File: config.mk
export PLATFORM = sky130hd
export DESIGN_NAME = mmd_divider
export DESIGN_NICKNAME = d
export VERILOG_FILES = /design/src/rtl/mmd_pkg.sv /design/src/rtl/mmd_cell.sv /design/src/rtl/mmd_ratio_hold.sv /design/src/rtl/mmd_divider.sv
export SDC_FILE = /design/constraint.sdc
export NUM_CORES = 1
export LEC_CHECK = 0
export BUFFER_PORTS_ARGS = -buffer_cell sky130_fd_sc_hd__buf_2
export CAP_MARGIN = 20
export CELL_PAD_IN_SITES_DETAIL_PLACEMENT = 2
export CELL_PAD_IN_SITES_GLOBAL_PLACEMENT = 2
export CORE_MARGIN = 4
export CORE_UTILIZATION = 38
export DETAILED_ROUTE_END_ITERATION = 16
export GPL_ROUTABILITY_DRIVEN = 1
export PLACE_DENSITY = 0.76
export SETUP_SLACK_MARGIN = 0.1
export SLEW_MARGIN = 15
export SYNTH_ARGS = -nofsm -noshare
export SYNTH_HDL_FRONTEND = slang
export SYNTH_HIERARCHICAL = 1
export SYNTH_SLANG_ARGS = --single-unit
export TNS_END_PERCENT = 30
File: constraint.sdc
create_clock -name clk -period 4.55 [get_ports clk]
set_input_delay 0.6825 -clock clk [delete_from_list [all_inputs] [get_ports clk]]
set_output_delay 0.6825 -clock clk [all_outputs]
set_load 0.02 [all_outputs]
File: src/rtl/mmd_pkg.sv
package mmd_pkg;

    typedef enum logic [1:0] {
        PH_A = 2'd0,
        PH_B = 2'd1,
        PH_X = 2'd2
    } phase_e;

    typedef struct packed {
        phase_e ph;
        logic   qual;
    } cell_state_t;

    typedef struct packed {
        logic pulse;
        logic [1:0] head_cnt;
    } top_state_t;

endpackage

File: src/rtl/mmd_cell.sv
module mmd_cell
    import mmd_pkg::*;
(
    input  logic clk_i,
    input  logic rst_ni,
    input  logic step_i,
    input  logic swallow_req_i,
    input  logic mode_i,
    output logic step_o,
    output logic mode_o
);

    cell_state_t st_q, st_d;

    always_comb begin
        st_d = st_q;
        if (step_i) begin
            unique case (st_q.ph)
                PH_A: begin
                    st_d.ph   = PH_B;
                    st_d.qual = mode_i & swallow_req_i;
                end
                PH_B: begin
                    if (st_q.qual) begin
                        st_d.ph   = PH_X;
                        st_d.qual = 1'b0;
                    end else begin
                        st_d.ph = PH_A;
                    end
                end
                default: begin
                    st_d.ph   = PH_A;
                    st_d.qual = 1'b0;
                end
            endcase
        end
    end

    always_ff @(posedge clk_i) begin
        if (!rst_ni) begin
            st_q <= '{ph: PH_A, qual: 1'b0};
        end else begin
            st_q <= st_d;
        end
    end

    assign step_o = step_i & (((st_q.ph == PH_B) & ~st_q.qual) | (st_q.ph == PH_X));
    assign mode_o = mode_i & (st_q.ph == PH_B);

    // the stretch phase is reached only from a qualified second phase
    p_stretch_entry_r3: assert property (@(posedge clk_i) disable iff (!rst_ni)
        (st_q.ph == PH_X && $past(st_q.ph) != PH_X) |->
            $past(st_q.ph == PH_B && st_q.qual && step_i));

    // qualification is gone once the stretch phase is entered
    p_qual_cleared_r8: assert property (@(posedge clk_i) disable iff (!rst_ni)
        (st_q.ph == PH_X) |-> !st_q.qual);

    // mode output drops after the input step that ends its phase
    p_mode_one_step_r7: assert property (@(posedge clk_i) disable iff (!rst_ni)
        (mode_o && step_i) |=> !mode_o);

endmodule

File: src/rtl/mmd_ratio_hold.sv
module mmd_ratio_hold #(
    parameter int unsigned WIDTH = 3
) (
    input  logic             clk_i,
    input  logic             rst_ni,
    input  logic             load_i,
    input  logic [WIDTH-1:0] ratio_i,
    output logic [WIDTH-1:0] ratio_o
);

    logic [WIDTH-1:0] word_q, word_d;

    always_comb begin
        word_d = word_q;
        if (load_i) begin
            word_d = ratio_i;
        end
    end

    always_ff @(posedge clk_i) begin
        if (!rst_ni) begin
            word_q <= ratio_i;
        end else begin
            word_q <= word_d;
        end
    end

    assign ratio_o = word_q;

    // the held word changes only at a period boundary
    p_word_held_r5: assert property (@(posedge clk_i) disable iff (!rst_ni)
        !load_i |=> $stable(word_q));

endmodule

File: src/rtl/mmd_divider.sv
module mmd_divider
    import mmd_pkg::*;
#(
    parameter int unsigned NUM_STAGES = 3
) (
    input  logic                  clk,
    input  logic                  rst_n,
    input  logic [NUM_STAGES-1:0] ratio,
    output logic                  div_out
);

    localparam int unsigned LAST = NUM_STAGES - 1;

    logic [NUM_STAGES:0]   step_chain;
    logic [NUM_STAGES:0]   mode_chain;
    logic [NUM_STAGES-1:0] ratio_held;
    logic                  period_end;

    top_state_t top_q, top_d;

    assign step_chain[0]          = 1'b1;
    assign mode_chain[NUM_STAGES] = 1'b1;
    assign period_end             = step_chain[NUM_STAGES];

    mmd_ratio_hold #(.WIDTH(NUM_STAGES)) u_hold (
        .clk_i   (clk),
        .rst_ni  (rst_n),
        .load_i  (period_end),
        .ratio_i (ratio),
        .ratio_o (ratio_held)
    );

    for (genvar gi = 0; gi < NUM_STAGES; gi++) begin : g_cell
        mmd_cell u_cell (
            .clk_i         (clk),
            .rst_ni        (rst_n),
            .step_i        (step_chain[gi]),
            .swallow_req_i (ratio_held[gi]),
            .mode_i        (mode_chain[gi+1]),
            .step_o        (step_chain[gi+1]),
            .mode_o        (mode_chain[gi])
        );
    end

    always_comb begin
        top_d       = top_q;
        top_d.pulse = period_end;
        if (period_end) begin
            top_d.head_cnt = 2'd0;
        end else if (mode_chain[0] && top_q.head_cnt != 2'd3) begin
            top_d.head_cnt = top_q.head_cnt + 2'd1;
        end
    end

    always_ff @(posedge clk) begin
        if (!rst_n) begin
            top_q <= '{pulse: 1'b0, head_cnt: 2'd0};
        end else begin
            top_q <= top_d;
        end
    end

    assign div_out = top_q.pulse;

    // the output pulse lasts one clock
    p_single_pulse_r9: assert property (@(posedge clk) disable iff (!rst_n)
        div_out |=> !div_out);

    // head mode seen exactly once in every output period
    p_head_mode_once_r7: assert property (@(posedge clk) disable iff (!rst_n)
        period_end |-> ({1'b0, top_q.head_cnt} + {2'b00, mode_chain[0]} == 3'd1));

    // the slowest cell steps only together with the head cell's step
    p_end_aligned_r1: assert property (@(posedge clk) disable iff (!rst_n)
        step_chain[LAST+1] |-> step_chain[1]);

endmodule

==> results.json <==
{
  "place_hpwl_um": 876,
  "finalCritPeriodShare": 0.465,
  "cts_buf_count": 3,
  "critPathCaptureType": "flop",
  "setup_violations": 0,
  "critPathMostFrequentCell": "sky130_fd_sc_hd__a21oi_2",
  "total_of_buffers_placed_on_input_and_output_ports": 5,
  "num-fill-cells": 178,
  "register_area_um2": 290,
  "cp-start-kind": "flop",
  "ioPinCount": 6,
  "power-per-cell-area_nw_per_um2": 293,
  "detail-route-antenna-nets": 0,
  "crit_type": "flop to flop",
  "dieHeight_um": 48.0,
  "grt_pass1_wl_um": 2170,
  "maxCapViolCount": 0,
  "yosys_warnings": 6,
  "final_net_count": 79,
  "report.final.hold_viol_count": 0,
  "multi_input_comb_area_um2": 334,
  "most_common_cell_after_layout_fill_and_taps_aside": "sky130_fd_sc_hd__dfxtp_1",
  "antenna_found_initial": 0,
  "area_growth_pct": 16.0,
  "rsz_0062_raised_after_global_routing": "false",
  "diodes": 0,
  "design.die.area_um2": 2310,
  "post_layout_min_period_ns": 2.12,
  "fraction_of_layout_cells_with_a_size_suffix_above_1": 0.151,
  "cts.reportedPaths.clkPinSlew_ns": 0.08,
  "report.final.slew_viol_count": 0,
  "worst-path-buf-inv": 2,
  "layout.cells.most_common_list": "10 x sky130_fd_sc_hd__dfxtp_1, 8 x sky130_fd_sc_hd__conb_1, 7 x sky130_fd_sc_hd__nand2b_1, 6 x sky130_fd_sc_hd__nand4b_1, 5 x sky130_fd_sc_hd__buf_2",
  "postCtsSetupRepairBufs": 0,
  "htreeDepth": 1,
  "grt.overflow.total": 0,
  "routed-via-count": 483,
  "cp_cell_sequence": "or3b_1, a21oi_2, inv_1, a21oi_2, inv_1, a21oi_2, nand2b_1",
  "hold_buffers": 0,
  "critical_path.max_stage_delay_ns": 0.41,
  "total_power_mw": 0.207,
  "critical_path.max_fanout": 6,
  "maxUsedRoutingLayer": "met4",
  "worstPathArrival_ns": 2.10,
  "die_w_um": 48.0,
  "synthesis.instances": 57,
  "insertion_delay_ns": 0.27,
  "p_leak_nw": 0.261,
  "post_drt_wl_per_cell_um": 13.9,
  "critical-path-top-delay-family": "compound AO/OA/AOI/OAI gates",
  "grt_max_degree": 15,
  "drt_first_pass_iters": 2,
  "initial_utilization": 0.404,
  "timing.clock.skew_ns": 0.000450,
  "globalRouteTotalUtil": 0.144,
  "fin_tns_setup_ns": 0,
  "number_of_sinks_on_the_clock_net": 13,
  "cts-root-buf": "sky130_fd_sc_hd__clkbuf_4",
  "globalplace.congestion": 0.724,
  "detail_route.wirelength_um": 1230,
  "ir_worst_vdd_mv": 0.194,
  "core_region_area_um2": 1510,
  "core.rowCount": 14,
  "syn-cell-area_um2": 609,
  "syn_avg_cell_area_um2": 10.7,
  "cts_tree": "done",
  "wl_met3_um": 47,
  "met2WireLength_um": 574,
  "run_status": "finished, final reports clean",
  "grt_pass1_vias": 492,
  "wl_met1_um": 603,
  "achievable-frequency_mhz": 473,
  "detail_route.drc_violations": 0,
  "worstPathRequired_ns": 4.53,
  "crit_path_top_delay_cell": "sky130_fd_sc_hd__dfxtp_1",
  "via_density_per_instance": 5.43,
  "holdCritPathClass": "flop to flop",
  "drt_iter0_drc": 7,
  "post_cts.resized_instances": 0,
  "max-clock-path-buffers": 2
}
==> flip-flops by register name (all words and copies together) (netlist names) <==
signal / count
div_out: 1
g_cell.u_cell/st_q: 9
u_hold/ratio_o: 3
==> routing by layer <==
metal / GRT usage / up-vias
li1: - / 236
met1: 0.188 / 238
met2: 0.208 / 7
met3: 0.0451 / 2
met4: 0.0806 / 0
met5: 0 / -
==> report_power, final <==
| part | switching, mW | leakage (nW) | total (mW) | internal, mW |
|---|---|---|---|---|
| Combinational | 0.00636 | 0.136 | 0.0123 | 0.00589 |
| Clock | 0.0379 | 0.0150 | 0.0719 | 0.0340 |
| Sequential | 0.00235 | 0.110 | 0.123 | 0.121 |
| Total | 0.0466 | 0.261 | 0.207 | 0.161 |
==> final timing paths <==
kind         slack [ns]                                  start  depth (start not counted)                                    end
min                0.51  g_cell[2].u_cell/st_q[0]$_SDFFE_PN0P_                          2  g_cell[2].u_cell/st_q[2]$_SDFFE_PN0P_
max                2.43  g_cell[0].u_cell/st_q[1]$_SDFFE_PN0P_                          7            u_hold/ratio_o[2]$_DFFE_PP_
min reg2reg        0.51  g_cell[2].u_cell/st_q[0]$_SDFFE_PN0P_                          2  g_cell[2].u_cell/st_q[2]$_SDFFE_PN0P_
max reg2reg        2.43  g_cell[0].u_cell/st_q[1]$_SDFFE_PN0P_                          7            u_hold/ratio_o[2]$_DFFE_PP_
==> final cells by class <==
class / count / area share
multi-input cells: 48 / 0.473
flip-flops and latches: 13 / 0.411
clock buffers: 4 / 0.0372
repair buffers: 5 / 0.0354
well taps: 16 / 0.0283
inverters: 3 / 0.0159
==> worst reg2reg max path, stage by stage, from the launching register on <==
cell                       delay (ns)
sky130_fd_sc_hd__dfxtp_1         0.41
sky130_fd_sc_hd__or3b_1          0.38
sky130_fd_sc_hd__a21oi_2         0.25
sky130_fd_sc_hd__inv_1           0.11
sky130_fd_sc_hd__a21oi_2         0.24
sky130_fd_sc_hd__inv_1           0.12
sky130_fd_sc_hd__a21oi_2         0.13
sky130_fd_sc_hd__nand2b_1        0.19
==> metrics by stage <==
step	cells	hold WS, ns	util	setup WS [ns]	area [um^2]
after global placement	85	0.487	0.452	2.53	681
after global routing	89	0.535	0.469	2.23	707
final	89	0.513	0.469	2.43	707
after floorplan	64	0.466	-	2.76	636
after CTS	89	0.514	0.469	2.42	707
after detailed placement	85	0.503	0.452	2.44	681
Note: power is estimated with default switching activity, not from simulation.
